===== config.mk =====
export PLATFORM = sky130hd
export DESIGN_NAME = i2cf_fifo_pair
export DESIGN_NICKNAME = d
export VERILOG_FILES = /design/src/rtl/i2cf_pkg.sv /design/src/rtl/i2cf_fifo.sv /design/src/rtl/i2cf_ctl.sv /design/src/rtl/i2cf_levels.sv /design/src/rtl/i2cf_fifo_pair.sv
export SDC_FILE = /design/constraint.sdc
export NUM_CORES = 2
export LEC_CHECK = 0
export ABC_CLOCK_PERIOD_IN_PS = 5150
export BUFFER_PORTS_ARGS = -buffer_cell sky130_fd_sc_hd__buf_2
export CAP_MARGIN = 40
export CORE_ASPECT_RATIO = 0.5
export CORE_MARGIN = 2
export CORE_UTILIZATION = 65
export CTS_BUF_LIST = sky130_fd_sc_hd__clkbuf_8
export DETAILED_ROUTE_END_ITERATION = 16
export PLACE_DENSITY = 0.82
export RECOVER_POWER = 25
export SYNTH_ARGS = -nofsm -noshare
export SYNTH_HDL_FRONTEND = slang
export SYNTH_SLANG_ARGS = --single-unit

===== constraint.sdc =====
create_clock -name clk_i -period 5.15 [get_ports clk_i]
set_input_delay 0.2575 -clock clk_i [delete_from_list [all_inputs] [get_ports clk_i]]
set_output_delay 0.2575 -clock clk_i [all_outputs]
set_load 0.02 [all_outputs]

===== src/rtl/i2cf_pkg.sv =====
package i2cf_pkg;
  localparam int unsigned CTL_FLUSH_BIT = 16;
  localparam int unsigned THR_W         = 8;
  localparam int unsigned CTL_HI_LSB    = 8;
  localparam int unsigned CTL_LO_LSB    = 0;

  typedef struct packed {
    logic rx_udf;
    logic rx_ovf;
    logic tx_udf;
    logic tx_ovf;
  } err_t;
endpackage


===== src/rtl/i2cf_fifo.sv =====
module i2cf_fifo #(
  parameter int unsigned DEPTH = 128,
  parameter int unsigned DW    = 8,
  localparam int unsigned AW   = (DEPTH > 1) ? $clog2(DEPTH) : 1,
  localparam int unsigned CW   = $clog2(DEPTH + 1)
) (
  input  logic          clk_i,
  input  logic          rst_ni,
  input  logic          flush_i,
  input  logic          push_i,
  input  logic [DW-1:0] wdata_i,
  input  logic          pop_i,
  output logic [DW-1:0] rdata_o,
  output logic [CW-1:0] count_o,
  output logic          empty_o,
  output logic          full_o,
  output logic          ovf_o,
  output logic          udf_o
);
  localparam logic [CW-1:0] CNT_MAX = CW'(DEPTH);
  localparam logic [AW-1:0] PTR_MAX = AW'(DEPTH - 1);

  logic [DW-1:0] mem_q [DEPTH];
  logic [AW-1:0] wp_q, rp_q;
  logic [CW-1:0] cnt_q;
  logic          ovf_q, udf_q;
  logic          wr_ok, rd_ok;

  assign empty_o = (cnt_q == '0);
  assign full_o  = (cnt_q == CNT_MAX);
  // full implies non-empty, so a pop frees the slot this push needs
  assign wr_ok   = push_i & (~full_o | pop_i);
  assign rd_ok   = pop_i & ~empty_o;

  function automatic logic [AW-1:0] ptr_inc(input logic [AW-1:0] p);
    return (p == PTR_MAX) ? '0 : p + AW'(1);
  endfunction

  always_ff @(posedge clk_i) begin
    if (wr_ok && !flush_i) mem_q[wp_q] <= wdata_i;
  end

  always_ff @(posedge clk_i or negedge rst_ni) begin
    if (!rst_ni) begin
      wp_q  <= '0;
      rp_q  <= '0;
      cnt_q <= '0;
      ovf_q <= 1'b0;
      udf_q <= 1'b0;
    end else if (flush_i) begin
      wp_q  <= '0;
      rp_q  <= '0;
      cnt_q <= '0;
      ovf_q <= 1'b0;
      udf_q <= 1'b0;
    end else begin
      if (wr_ok) wp_q <= ptr_inc(wp_q);
      if (rd_ok) rp_q <= ptr_inc(rp_q);
      case ({wr_ok, rd_ok})
        2'b10:   cnt_q <= cnt_q + CW'(1);
        2'b01:   cnt_q <= cnt_q - CW'(1);
        default: cnt_q <= cnt_q;
      endcase
      if (push_i && !wr_ok) ovf_q <= 1'b1;
      if (pop_i && !rd_ok)  udf_q <= 1'b1;
    end
  end

  assign rdata_o = empty_o ? '0 : mem_q[rp_q];
  assign count_o = cnt_q;
  assign ovf_o   = ovf_q;
  assign udf_o   = udf_q;
endmodule


===== src/rtl/i2cf_ctl.sv =====
module i2cf_ctl
  import i2cf_pkg::*;
(
  input  logic             clk_i,
  input  logic             rst_ni,
  input  logic             ctl_wr_i,
  input  logic [31:0]      ctl_wdata_i,
  output logic             flush_o,
  output logic [THR_W-1:0] thr_hi_o,
  output logic [THR_W-1:0] thr_lo_o
);
  logic [THR_W-1:0] hi_q, lo_q;

  // self-clearing: the emptying bit acts only on the write edge
  assign flush_o = ctl_wr_i & ctl_wdata_i[CTL_FLUSH_BIT];

  always_ff @(posedge clk_i or negedge rst_ni) begin
    if (!rst_ni) begin
      hi_q <= '0;
      lo_q <= '0;
    end else if (ctl_wr_i) begin
      hi_q <= ctl_wdata_i[CTL_HI_LSB +: THR_W];
      lo_q <= ctl_wdata_i[CTL_LO_LSB +: THR_W];
    end
  end

  assign thr_hi_o = hi_q;
  assign thr_lo_o = lo_q;
endmodule


===== src/rtl/i2cf_levels.sv =====
module i2cf_levels #(
  parameter int unsigned CW    = 8,
  parameter int unsigned THR_W = 8,
  localparam int unsigned MW   = (CW > THR_W) ? CW : THR_W
) (
  input  logic [CW-1:0]    tx_cnt_i,
  input  logic [CW-1:0]    rx_cnt_i,
  input  logic [THR_W-1:0] thr_hi_i,
  input  logic [THR_W-1:0] thr_lo_i,
  output logic             tx_low_o,
  output logic             rx_high_o
);
  logic [MW-1:0] tx_w, rx_w, hi_w, lo_w;

  assign tx_w = MW'(tx_cnt_i);
  assign rx_w = MW'(rx_cnt_i);
  assign hi_w = MW'(thr_hi_i);
  assign lo_w = MW'(thr_lo_i);

  assign rx_high_o = (hi_w != '0) && (rx_w >= hi_w);
  assign tx_low_o  = (tx_w <= lo_w);
endmodule


===== src/rtl/i2cf_fifo_pair.sv =====
module i2cf_fifo_pair
  import i2cf_pkg::*;
#(
  parameter int unsigned DEPTH = 128,
  parameter int unsigned DW    = 8,
  localparam int unsigned CW   = $clog2(DEPTH + 1)
) (
  input  logic          clk_i,
  input  logic          rst_ni,
  input  logic          tx_wr_i,
  input  logic [DW-1:0] tx_wdata_i,
  input  logic          rx_rd_i,
  output logic [DW-1:0] rx_rdata_o,
  input  logic          eng_tx_pop_i,
  output logic [DW-1:0] eng_tx_data_o,
  input  logic          eng_rx_push_i,
  input  logic [DW-1:0] eng_rx_data_i,
  input  logic          ctl_wr_i,
  input  logic [31:0]   ctl_wdata_i,
  output logic [2*CW-1:0] count_o,
  output logic          tx_empty_o,
  output logic          tx_full_o,
  output logic          rx_empty_o,
  output logic          rx_full_o,
  output logic          tx_low_o,
  output logic          rx_high_o,
  output logic [3:0]    err_o
);
  logic             flush;
  logic [THR_W-1:0] thr_hi, thr_lo;
  logic [CW-1:0]    tx_cnt, rx_cnt;
  err_t             err;

  i2cf_ctl u_ctl (
    .clk_i       (clk_i),
    .rst_ni      (rst_ni),
    .ctl_wr_i    (ctl_wr_i),
    .ctl_wdata_i (ctl_wdata_i),
    .flush_o     (flush),
    .thr_hi_o    (thr_hi),
    .thr_lo_o    (thr_lo)
  );

  i2cf_fifo #(.DEPTH(DEPTH), .DW(DW)) u_txq (
    .clk_i   (clk_i),
    .rst_ni  (rst_ni),
    .flush_i (flush),
    .push_i  (tx_wr_i),
    .wdata_i (tx_wdata_i),
    .pop_i   (eng_tx_pop_i),
    .rdata_o (eng_tx_data_o),
    .count_o (tx_cnt),
    .empty_o (tx_empty_o),
    .full_o  (tx_full_o),
    .ovf_o   (err.tx_ovf),
    .udf_o   (err.tx_udf)
  );

  i2cf_fifo #(.DEPTH(DEPTH), .DW(DW)) u_rxq (
    .clk_i   (clk_i),
    .rst_ni  (rst_ni),
    .flush_i (flush),
    .push_i  (eng_rx_push_i),
    .wdata_i (eng_rx_data_i),
    .pop_i   (rx_rd_i),
    .rdata_o (rx_rdata_o),
    .count_o (rx_cnt),
    .empty_o (rx_empty_o),
    .full_o  (rx_full_o),
    .ovf_o   (err.rx_ovf),
    .udf_o   (err.rx_udf)
  );

  i2cf_levels #(.CW(CW), .THR_W(THR_W)) u_lvl (
    .tx_cnt_i  (tx_cnt),
    .rx_cnt_i  (rx_cnt),
    .thr_hi_i  (thr_hi),
    .thr_lo_i  (thr_lo),
    .tx_low_o  (tx_low_o),
    .rx_high_o (rx_high_o)
  );

  assign count_o = {tx_cnt, rx_cnt};
  assign err_o   = err;
endmodule


==> results.txt <==
Across the run, the number of max-cap violations was 18. The peak fanout along the critical path is 32, and the deepest level of the CTS H-tree is 5. A synthesized cell averages 19.81 um2. The synthesized netlist contains 57 unique library cells. In the final timing run, aggregate negative setup slack is 0 ns. Among all stages on the critical path, the largest delay is contributed by dfrtp_4. In this run, post-CTS repair resized a total of 0 instances.

Setup violations remaining at the end of the flow were counted as 0. The signal on the critical path passes through buf_4, mux4_2, a22o_1, a211oi_1, a21oi_1, a22oi_1, nand2_1, buf_2. Measured on the finished design, the core utilization comes to 71.89%.

The total congestion overflow after global routing was 0. The logs give 43304 for the number of global-route vias before repair and 292 for the number of buffers inserted during clock tree synthesis. In the final routed layout, each cell accounts on average for 28.46 um. The worst slew slack as a fraction of its limit is -151.6%, and the initial antenna violation count is 1.

The die covers 130500 um2. In the routed design, unresolved DRC markers number 0. Beginning of the worst register-to-register path: u_rxq.count_o[3]. The run gives 7054 as the number of fillers in the final layout. Routability-driven placement finished with a final weighted congestion of 0.8448. The overall power after layout is 40.10 mW. The number of sinks driven by the clock tree came out at 2112.

In the synthesized netlist, the number of instances is 4182. The fraction of registers with async set/reset works out to 3.030%. The pin count of the biggest net entering global routing was 94; the worst hold slack was 0.2400 ns. 97 I/O pins were placed. The commonest non-fill, non-tap cell in the layout was edfxtp_1. After detailed routing, the number of vias per cell comes to 6.703.

Classification of the worst-slack hold path: in -> async. The final-report hold violation count is 0, and the sum of buffers and inverters on the critical path is 2. Once routing completed, OpenROAD measured the worst setup slack at 0.3785 ns. The most critical setup path has its startpoint at u_txq.rp_q[0]. In the layout the commonest cells are edfxtp_1 (2048), mux4_2 (386), nor2_1 (319), clkbuf_8 (298), mux2i_1 (264). The first-iteration detailed-routing DRC count is 5276, and the first-pass GRT wire length is 270300 um. Setup repair after global routing left no endpoint under its margin.

The run finished, with violations left. The post-route netlist has 19.30% of its cells at a drive strength greater than 1. The cell family contributing the most delay on the critical path is compound AO/OA/AOI/OAI gates. Summed over all nets, the half-perimeter wirelength after detailed placement is 105000 um. For the pin with the worst max-slew slack, the measured transition is 3.773 ns. The count of nets left with antenna violations once routing finished came out at 0. At the worst endpoint, the arrival time is 4.51 ns.

From synthesis to final layout, the design area changed by 9.485%. Once placement completed, the tool counted placed cells totaling 5793. During placement, the flow inserted port buffers numbering 81.

The synthesized design contains 2048 enable-type register cells. The clock-pin slew of the registers on the worst-case setup and hold paths was 0.07 ns. The run gives 1035 as the final max-slew violation count.

The most used flip-flop cell after synthesis is edfxtp_1. Across the routed clock network, the largest skew measured is 0.05501 ns. In this run the clock root is driven by a clkbuf_8.

For this design the ratio of total power to cell area is 442.1 nW/um2. The core region area was 126200 um2; the highest cell delay on the worst timing path was 0.94 ns. Shortest clock period the worst path allows after layout: 4.771 ns. The mapped netlist covers 82840 um2. The number of nets in the synthesized netlist is 4271. The path type of the worst setup path is reg -> out.

Global routing used 27.95% of the available tracks. For the number of detailed-route iterations in the first pass, the log shows 6. The total detailed-routing wirelength was 181400 um. The placed standard-cell area was 84980 um2. The final reports fail on max-capacitance violations, max-slew violations. The number of warnings printed during yosys synthesis was 0; the vertical die dimension was 256.4 um. The cell area after layout came out at 90700 um2. Synthesis-stage register bit count: 2112. Sequential elements use 76.17% of the synthesized area. The type of element launching the critical path is a flop. The leakage power summed over all cells is 29.05 nW, and the number of cell rows is 92. TritonCTS built the clock tree.

Data on the critical path is required at its endpoint by 4.89 ns. Clock latency on the worst-skew pair, taken at its later pin, is 1.02 ns. For the initial core utilization, the log shows 65.66%.

The tools report the net total in the final layout as 4574. The final non-filler cell total was 6373; the fmax was 0.2096 GHz. Number of vias in the routed layout: 42720. The tools report the endpoint type of the worst setup path as an output pin.

After layout, the worst path uses 92.65% of the clock period. The worst slack at placement is 1.465 ns, and the worst ir drop on vdd is 408.2 uV. From left edge to right edge, the die measures 508.9 um.

The clock passes through at most 4 buffers.
[flip-flops by register name, indices dropped and copies added (netlist names)]
name	cells
u_txq.rp_q	7
u_rxq.count_o	8
u_txq.ovf_o	1
u_rxq.mem_q	1024
u_rxq.udf_o	1
u_txq.wp_q	7
u_txq.udf_o	1
u_ctl.thr_lo_o	8
u_txq.count_o	8
u_rxq.rp_q	7
u_rxq.wp_q	7
u_rxq.ovf_o	1
u_txq.mem_q	1024
u_ctl.thr_hi_o	8
[logic make-up after synthesis]
kind of cell	Yosys count	synth area share, %
flops	2112	76.17
buf+inv	271	1.770
fa+ha+maj	34	0.5316
simple gates	532	2.778
mux	652	13.71
compound gates	557	4.786
xor+xnor	24	0.2537
[where the power goes]
part | switching, mW | internal [mW]
logic | 5.32 | 3.90
clock network | 6.08 | 5.41
registers | 0.326 | 19.1
total | 11.7 | 28.4
[what timing repair did]
action                    in CTS  in global routing
hold endpoints to repair     987                  0
buffers inserted               0                  0
hold buffers                  88                  0
[final timing paths]
check / cells after the start / to / slack [ns]
worst max-delay path: 8 / eng_tx_data_o[4] / 0.38
worst min-delay path: 4 / u_rxq.udf_o / 0.24
worst max register to register: 6 / u_rxq.mem_q[89][2] / 1.50
worst min register to register: 1 / u_txq.wp_q[3] / 0.61
max in group asynchronous: 5 / u_txq.rp_q[0] / 4.25
min in group clk_i: 5 / u_txq.rp_q[1] / 0.30
[cell type report]
class | instances | area, um2 | share of cell area [%]
diodes | 2 | 5.005 | 0.005518
clock buffers | 298 | 4101 | 4.522
clock inverters | 190 | 814.5 | 0.8981
inverters | 22 | 82.58 | 0.09105
multi-input cells | 1799 | 18330 | 20.21
flip-flops and latches | 2112 | 63120 | 69.59
well taps | 1692 | 2117 | 2.334
repair buffers | 258 | 2128 | 2.347
[Yosys cell counts, types with 3 or more instances]
| library cell | number | area (um2) |
|---|---|---|
| nor2_1 | 319 | 1197 |
| nand2_2 | 3 | 18.77 |
| nand2_1 | 96 | 360.4 |
| a21oi_1 | 87 | 435.4 |
| or3b_2 | 3 | 26.28 |
| and3_1 | 9 | 56.30 |
| buf_2 | 50 | 250.2 |
| mux4_2 | 386 | 8693 |
| inv_1 | 22 | 82.58 |
| xor2_1 | 9 | 78.83 |
| a22oi_1 | 100 | 750.7 |
| nor2b_1 | 15 | 93.84 |
| xnor2_1 | 15 | 131.4 |
| a21o_1 | 9 | 67.56 |
| ha_1 | 32 | 400.4 |
| buf_6 | 27 | 304.0 |
| buf_1 | 17 | 63.81 |
| mux2i_1 | 264 | 2643 |
| or3_1 | 4 | 25.02 |
| o21ai_2 | 4 | 35.03 |
| a22o_1 | 56 | 490.5 |
| nand4_1 | 5 | 31.28 |
| clkbuf_1 | 108 | 405.4 |
| nand3_1 | 34 | 170.2 |
| a211oi_1 | 124 | 930.9 |
| and2_1 | 3 | 18.77 |
| o21ai_0 | 36 | 180.2 |
| nor3_1 | 10 | 50.05 |
| buf_4 | 46 | 345.3 |
| o31ai_1 | 3 | 22.52 |
| o22ai_1 | 63 | 394.1 |
| nand3b_1 | 6 | 45.04 |
| nor3b_1 | 4 | 30.03 |
| nor4_1 | 3 | 18.77 |
| nand2b_1 | 3 | 18.77 |
| o221ai_1 | 63 | 551.8 |
| edfxtp_1 | 2048 | 61500 |
| a31oi_1 | 4 | 25.02 |
| dfrtp_1 | 64 | 1602 |
[worst min-delay path, delay by kind of cell]
family,cells,cell delay [ns]
buffers and inverters,4,1.36
[layer usage]
metal | share of wire (%) | track usage [%]
met2 | 49 | 44.27
met4 | 3.3 | 10.63
met5 | 0 | 0
met3 | 10 | 5.877
met1 | 38 | 39.02
Power figures use the tool's default switching activity.
